--- config.mk ---
export PLATFORM = sky130hd
export DESIGN_NAME = ea_ptr_unit
export DESIGN_NICKNAME = d
export VERILOG_FILES = /design/src/rtl/ea_pkg.sv /design/src/rtl/ea_offset_calc.sv /design/src/rtl/ea_seq.sv /design/src/rtl/ea_ptr_unit.sv
export SDC_FILE = /design/constraint.sdc
export NUM_CORES = 1
export LEC_CHECK = 0
export BUFFER_PORTS_ARGS = -buffer_cell sky130_fd_sc_hd__buf_4
export CORE_AREA = 2 2 141 102
export CTS_CLUSTER_DIAMETER = 60
export DETAILED_ROUTE_END_ITERATION = 16
export DIE_AREA = 0 0 143 104
export GPL_TIMING_DRIVEN = 0
export PLACE_DENSITY = 0.8
export SKIP_CTS_REPAIR_TIMING = 1
export SYNTH_ARGS = -nofsm -noshare
export SYNTH_HDL_FRONTEND = slang
export SYNTH_HIERARCHICAL = 1
export SYNTH_SLANG_ARGS = --single-unit
export TNS_END_PERCENT = 1
--- constraint.sdc ---
create_clock -name clk -period 7.5 [get_ports clk]
set_clock_uncertainty 0.15 [all_clocks]
set_input_delay 0.75 -clock clk [delete_from_list [all_inputs] [get_ports clk]]
set_output_delay 0.75 -clock clk [all_outputs]
set_load 0.02 [all_outputs]
--- src/rtl/ea_pkg.sv ---
package ea_pkg;
    localparam int WORD_W   = 16;
    localparam int SEG_SH   = 4;
    localparam int PHYS_W   = WORD_W + SEG_SH;
    localparam int REG_IW   = 3;
    localparam int PTR_STEP = 2;

    typedef enum logic [1:0] {
        OP_ADDR = 2'd0,
        OP_LOAD = 2'd1,
        OP_FAR_DS = 2'd2,
        OP_FAR_ES = 2'd3
    } ea_op_e;

    typedef enum logic [1:0] {
        ST_IDLE = 2'd0,
        ST_RD1  = 2'd1,
        ST_RD2  = 2'd2,
        ST_FIN  = 2'd3
    } ea_state_e;

    typedef struct packed {
        ea_state_e           state;
        ea_op_e              op;
        logic [WORD_W-1:0]   off;
        logic [WORD_W-1:0]   seg;
        logic [REG_IW-1:0]   dst;
        logic                reg_we;
        logic                seg_we;
        logic                seg_es;
        logic [WORD_W-1:0]   wdata;
        logic                done;
        logic                err;
    } ea_regs_t;
endpackage

--- src/rtl/ea_offset_calc.sv ---
module ea_offset_calc
    import ea_pkg::*;
(
    input  logic [1:0]        mode_f,
    input  logic [2:0]        rm_f,
    input  logic [WORD_W-1:0] bx_val,
    input  logic [WORD_W-1:0] bp_val,
    input  logic [WORD_W-1:0] si_val,
    input  logic [WORD_W-1:0] di_val,
    input  logic [7:0]        disp_lo,
    input  logic [7:0]        disp_hi,
    output logic [WORD_W-1:0] offset,
    output logic              use_stack,
    output logic              illegal
);
    logic              direct;
    logic [WORD_W-1:0] base_sum;
    logic [WORD_W-1:0] disp;

    assign direct  = (mode_f == 2'b00) && (rm_f == 3'd6);
    assign illegal = (mode_f == 2'b11);

    always_comb begin
        unique case (rm_f)
            3'd0: base_sum = bx_val + si_val;
            3'd1: base_sum = bx_val + di_val;
            3'd2: base_sum = bp_val + si_val;
            3'd3: base_sum = bp_val + di_val;
            3'd4: base_sum = si_val;
            3'd5: base_sum = di_val;
            3'd6: base_sum = bp_val;
            default: base_sum = bx_val;
        endcase
    end

    always_comb begin
        unique case (mode_f)
            2'b01:   disp = {{(WORD_W-8){disp_lo[7]}}, disp_lo};
            2'b10:   disp = {disp_hi, disp_lo};
            default: disp = '0;
        endcase
    end

    assign offset    = direct ? {disp_hi, disp_lo} : (base_sum + disp);
    assign use_stack = (rm_f == 3'd2) || (rm_f == 3'd3) || ((rm_f == 3'd6) && !direct);
endmodule

--- src/rtl/ea_seq.sv ---
module ea_seq
    import ea_pkg::*;
(
    input  logic              clk,
    input  logic              rst_n,
    input  logic              start,
    input  logic [1:0]        op,
    input  logic              illegal,
    input  logic [WORD_W-1:0] offset,
    input  logic [WORD_W-1:0] seg_base,
    input  logic [REG_IW-1:0] dst_sel,
    input  logic              mem_rdy,
    input  logic [WORD_W-1:0] mem_rdata,
    output logic              busy,
    output logic              mem_req,
    output logic [PHYS_W-1:0] mem_addr,
    output logic              reg_we,
    output logic [REG_IW-1:0] reg_idx,
    output logic              seg_we,
    output logic              seg_es,
    output logic [WORD_W-1:0] wr_data,
    output logic              done,
    output logic              err
);
    ea_regs_t r_d, r_q;
    logic [WORD_W-1:0] eff_off;

    always_comb begin
        r_d        = r_q;
        r_d.reg_we = 1'b0;
        r_d.seg_we = 1'b0;
        r_d.done   = 1'b0;
        r_d.err    = 1'b0;
        unique case (r_q.state)
            ST_IDLE: begin
                if (start) begin
                    if (illegal) begin
                        r_d.err = 1'b1;
                    end else begin
                        r_d.op     = ea_op_e'(op);
                        r_d.off    = offset;
                        r_d.seg    = seg_base;
                        r_d.dst    = dst_sel;
                        r_d.seg_es = (ea_op_e'(op) == OP_FAR_ES);
                        if (ea_op_e'(op) == OP_ADDR) begin
                            r_d.reg_we = 1'b1;
                            r_d.wdata  = offset;
                            r_d.state  = ST_FIN;
                        end else begin
                            r_d.state  = ST_RD1;
                        end
                    end
                end
            end
            ST_RD1: begin
                if (mem_rdy) begin
                    r_d.reg_we = 1'b1;
                    r_d.wdata  = mem_rdata;
                    r_d.state  = (r_q.op == OP_LOAD) ? ST_FIN : ST_RD2;
                end
            end
            ST_RD2: begin
                if (mem_rdy) begin
                    r_d.seg_we = 1'b1;
                    r_d.wdata  = mem_rdata;
                    r_d.state  = ST_FIN;
                end
            end
            default: begin
                r_d.done  = 1'b1;
                r_d.state = ST_IDLE;
            end
        endcase
    end

    always_ff @(posedge clk) begin
        if (!rst_n) begin
            r_q       <= '0;
            r_q.state <= ST_IDLE;
        end else begin
            r_q <= r_d;
        end
    end

    assign eff_off  = (r_q.state == ST_RD2) ? (r_q.off + WORD_W'(PTR_STEP)) : r_q.off;
    assign mem_addr = {r_q.seg, {SEG_SH{1'b0}}} + {{SEG_SH{1'b0}}, eff_off};
    assign mem_req  = (r_q.state == ST_RD1) || (r_q.state == ST_RD2);
    assign busy     = (r_q.state != ST_IDLE);
    assign reg_we   = r_q.reg_we;
    assign reg_idx  = r_q.dst;
    assign seg_we   = r_q.seg_we;
    assign seg_es   = r_q.seg_es;
    assign wr_data  = r_q.wdata;
    assign done     = r_q.done;
    assign err      = r_q.err;
endmodule

--- src/rtl/ea_ptr_unit.sv ---
module ea_ptr_unit
    import ea_pkg::*;
(
    input  logic              clk,
    input  logic              rst_n,
    input  logic              start,
    input  logic [1:0]        op,
    input  logic [1:0]        mode_f,
    input  logic [2:0]        rm_f,
    input  logic [REG_IW-1:0] dst_sel,
    input  logic [WORD_W-1:0] bx_val,
    input  logic [WORD_W-1:0] bp_val,
    input  logic [WORD_W-1:0] si_val,
    input  logic [WORD_W-1:0] di_val,
    input  logic [WORD_W-1:0] ds_val,
    input  logic [WORD_W-1:0] ss_val,
    input  logic [7:0]        disp_lo,
    input  logic [7:0]        disp_hi,
    input  logic              mem_rdy,
    input  logic [WORD_W-1:0] mem_rdata,
    output logic              busy,
    output logic              mem_req,
    output logic [PHYS_W-1:0] mem_addr,
    output logic              reg_we,
    output logic [REG_IW-1:0] reg_idx,
    output logic              seg_we,
    output logic              seg_es,
    output logic [WORD_W-1:0] wr_data,
    output logic              done,
    output logic              err
);
    logic [WORD_W-1:0] offset;
    logic              use_stack;
    logic              illegal;
    logic [WORD_W-1:0] seg_base;

    ea_offset_calc u_calc (
        .mode_f   (mode_f),
        .rm_f     (rm_f),
        .bx_val   (bx_val),
        .bp_val   (bp_val),
        .si_val   (si_val),
        .di_val   (di_val),
        .disp_lo  (disp_lo),
        .disp_hi  (disp_hi),
        .offset   (offset),
        .use_stack(use_stack),
        .illegal  (illegal)
    );

    assign seg_base = use_stack ? ss_val : ds_val;

    ea_seq u_seq (
        .clk      (clk),
        .rst_n    (rst_n),
        .start    (start),
        .op       (op),
        .illegal  (illegal),
        .offset   (offset),
        .seg_base (seg_base),
        .dst_sel  (dst_sel),
        .mem_rdy  (mem_rdy),
        .mem_rdata(mem_rdata),
        .busy     (busy),
        .mem_req  (mem_req),
        .mem_addr (mem_addr),
        .reg_we   (reg_we),
        .reg_idx  (reg_idx),
        .seg_we   (seg_we),
        .seg_es   (seg_es),
        .wr_data  (wr_data),
        .done     (done),
        .err      (err)
    );
endmodule

==> results.tsv <==
metric	value	unit
tritoncts	done	
p_sw_frac	0.390	
synth_cell_types	77	
viasPerCell	5.80	
die_width	143	µm
synth_edf_count	0	
antenna_cells	0	
avgSynthCellArea	7.89	µm²
cell_internal_pwr	0.00110	W
max_freq	140	MHz
wire_per_inst	17.3	µm
fin_crit	7.16	ns
hp-class	reg -> reg	
power_density	195	mW/mm²
rows	36	
cts-buffers-inserted	9	
cp-end-kind	register	
drive_above_1_share	0.285	
synth-warning-count	6	
async_flop_share	0	
grt_antenna_before_repair	0	
ios	188	
synth_nets	1139	
hold_viol	0	
htreeDepth	3	
initial_core_util	0.537	
mostFrequentLayoutCell	buf_4	
drtAntennaViolNets	0	
cp_max_fo	10	
finalSetupViolations	0	
combPwrFrac	0.519	
vdd_drop_max	0.145	mV
worst_slew_pin_slew	0.807	ns
nNetsFinal	1334	
fin_setup_tns	0	ns
crit_required	7.58	ns
clkPwrFrac	0.251	
dieArea	0.0149	mm²
crit_type	in -> reg	
cp-start-kind	primary input	
cts_sinks	60	
grt_pass1_wl	36200	µm
grt_pass1_vias	7005	
clockBufferDepth	2	
dpl.cell_count	1298	
fin_cells	1314	
firstDrtPassIters	8	
gp_congestion	1.05	
crit_arrival	7.24	ns
post-route-period-util	0.955	
power.total	0.00181	W
netlist_instances	924	
syn_area	0.00729	mm²
root_buffer	clkbuf_16	
drcViolationCount	0	
rsz0062_at_grt	no	
finalMaxSlewViolations	0	
final_area	0.00925	mm²
power.leakage	4.35	nW
max-cap-violations	0	
placed_cell_area	0.00891	mm²
port_buffers	184	
synth_flop_cell	dfxtp_1	
power_switching	0.000705	W
whs	0.319	ns
clk_pin_slew	0.06	ns
vias	7617	
first_iter_violations	735	
die_h	104	µm
pwr-share-seq	0.230	
grt_overflow	0	
synth_seq_cells	60	
dpl.hpwl	18400	µm
wl	22800	µm
status	complete, no violations	
final_cell_mix	buf_4, nand2_1, ha_1, dfxtp_1, a21oi_1	
core	0.0136	mm²
grt_max_degree	12	
synth_top_cell_by_area	dfxtp_1	
grt_usage	0.303	
syn2layout_area_growth	26.9	%
ys_top_cells_by_area	dfxtp_1, ha_1, nand2_1	
ys_seq_area_frac	0.165	
slew-limit-headroom	0.461	
clock_latency	0.34	ns
synth_top_area_frac	0.165	
[worst max-delay path: stages]
cell and delay, ns:
buf_6 0.13, clkbuf_1 0.53, nand2_2 0.33, buf_2 0.33
mux2_2 0.31, ha_1 0.24, a211o_1 0.34, a2111oi_1 0.72
o21ai_0 0.30, and3_1 0.27, xor2_1 0.16, nand2_1 0.07
o21ai_0 0.08, o221a_2 0.27, ha_1 0.38, o21ai_0 0.18
o21ai_0 0.10, a21oi_1 0.15, o21ai_0 0.19, or4_1 0.50
and3_1 0.19, xnor2_1 0.20, o21ai_2 0.14, mux2i_1 0.16
nand2_1 0.07, o211a_1 0.13
[registers in the layout, summed over array words and instances (netlist names)]
signal and flops:
u_seq/seg_we 1, u_seq/wr_data 16, u_seq/r_q 36, u_seq/err 1, u_seq/reg_idx 3, u_seq/seg_es 1
u_seq/reg_we 1, u_seq/done 1
[cell families after synthesis]
kind of cell	count (synthesis)	share of synthesized area
AOI/OAI and AO/OA	255	0.243
xor gates and xnor gates	59	0.0709
adders and majority gates	73	0.129
buffers and inverters	90	0.0647
DFF	60	0.165
muxes	84	0.136
and+or+nand+nor	303	0.191
[power by group through the flow]
stage          sequential, W  combinational, W  clock, W
2_1_floorplan       0.000410          0.000627         0
3_3_place_gp        0.000418          0.000899         0
3_5_place_dp        0.000420          0.000915         0
4_1_cts             0.000414          0.000922  0.000455
5_1_grt             0.000422           0.00102  0.000472
6_report            0.000416          0.000939  0.000453
[metrics by stage]
step                      utilization  setup WS, ns
final                           0.682         0.337
after global routing            0.682        0.0668
after CTS                       0.681        -0.145
after detailed placement        0.657        -0.460
after global placement          0.657        -0.453
after floorplan                     -          1.28
[per-layer routing]
| metal | track usage | vias up | share of wire |
|---|---|---|---|
| li1 | - | 3694 | - |
| met1 | 0.473 | 3543 | 0.48 |
| met2 | 0.422 | 359 | 0.41 |
| met3 | 0.0645 | 21 | 0.10 |
| met4 | 0.0587 | 0 | 0.0099 |
| met5 | 0 | - | 0 |
[layout make-up]
cell class,instances,area (µm²)
fillers,1161,4310
clock inverters,6,87.6
well taps,190,238
clock buffers,10,239
multi-input cells,774,5630
plain buffers,64,375
repair buffers,184,1380
flip-flops and latches,60,1200
inverters,26,97.6
[Yosys cell counts (3+ instances only)]
cell,n
nand2_1,155
ha_1,69
dfxtp_1,60
a21oi_1,51
nor2_1,49
a21boi_0,48
mux2_2,48
o21ai_0,45
xnor2_1,32
clkbuf_1,27
xor2_1,27
inv_1,25
mux2i_1,23
buf_4,22
nand3_1,17
o211a_1,17
a21o_1,13
and2_1,13
nor3_1,13
a211oi_1,11
and3_1,11
buf_2,10
mux2_4,10
nor2b_1,10
o21a_1,8
o22ai_1,8
a31oi_1,7
nand2b_1,6
nand4_1,5
o221ai_1,5
fa_1,4
o211ai_1,4
o31ai_1,4
a211oi_2,3
a22oi_1,3
buf_6,3
mux4_2,3
o21bai_1,3
or2_2,3
or3_1,3
[worst paths after layout]
check / startpoint / endpoint / slack [ns] / depth (start not counted)
worst min register to register: u_seq/r_q[33] / u_seq/r_q[33] / 0.32 / 2
worst max-delay path: rm_f[0] / u_seq/wr_data[15] / 0.34 / 26
worst max register to register: u_seq/r_q[58] / u_seq/wr_data[9] / 5.02 / 7
worst min-delay path: u_seq/r_q[33] / u_seq/r_q[33] / 0.32 / 2
No activity file was read; power rests on OpenSTA's default activity.
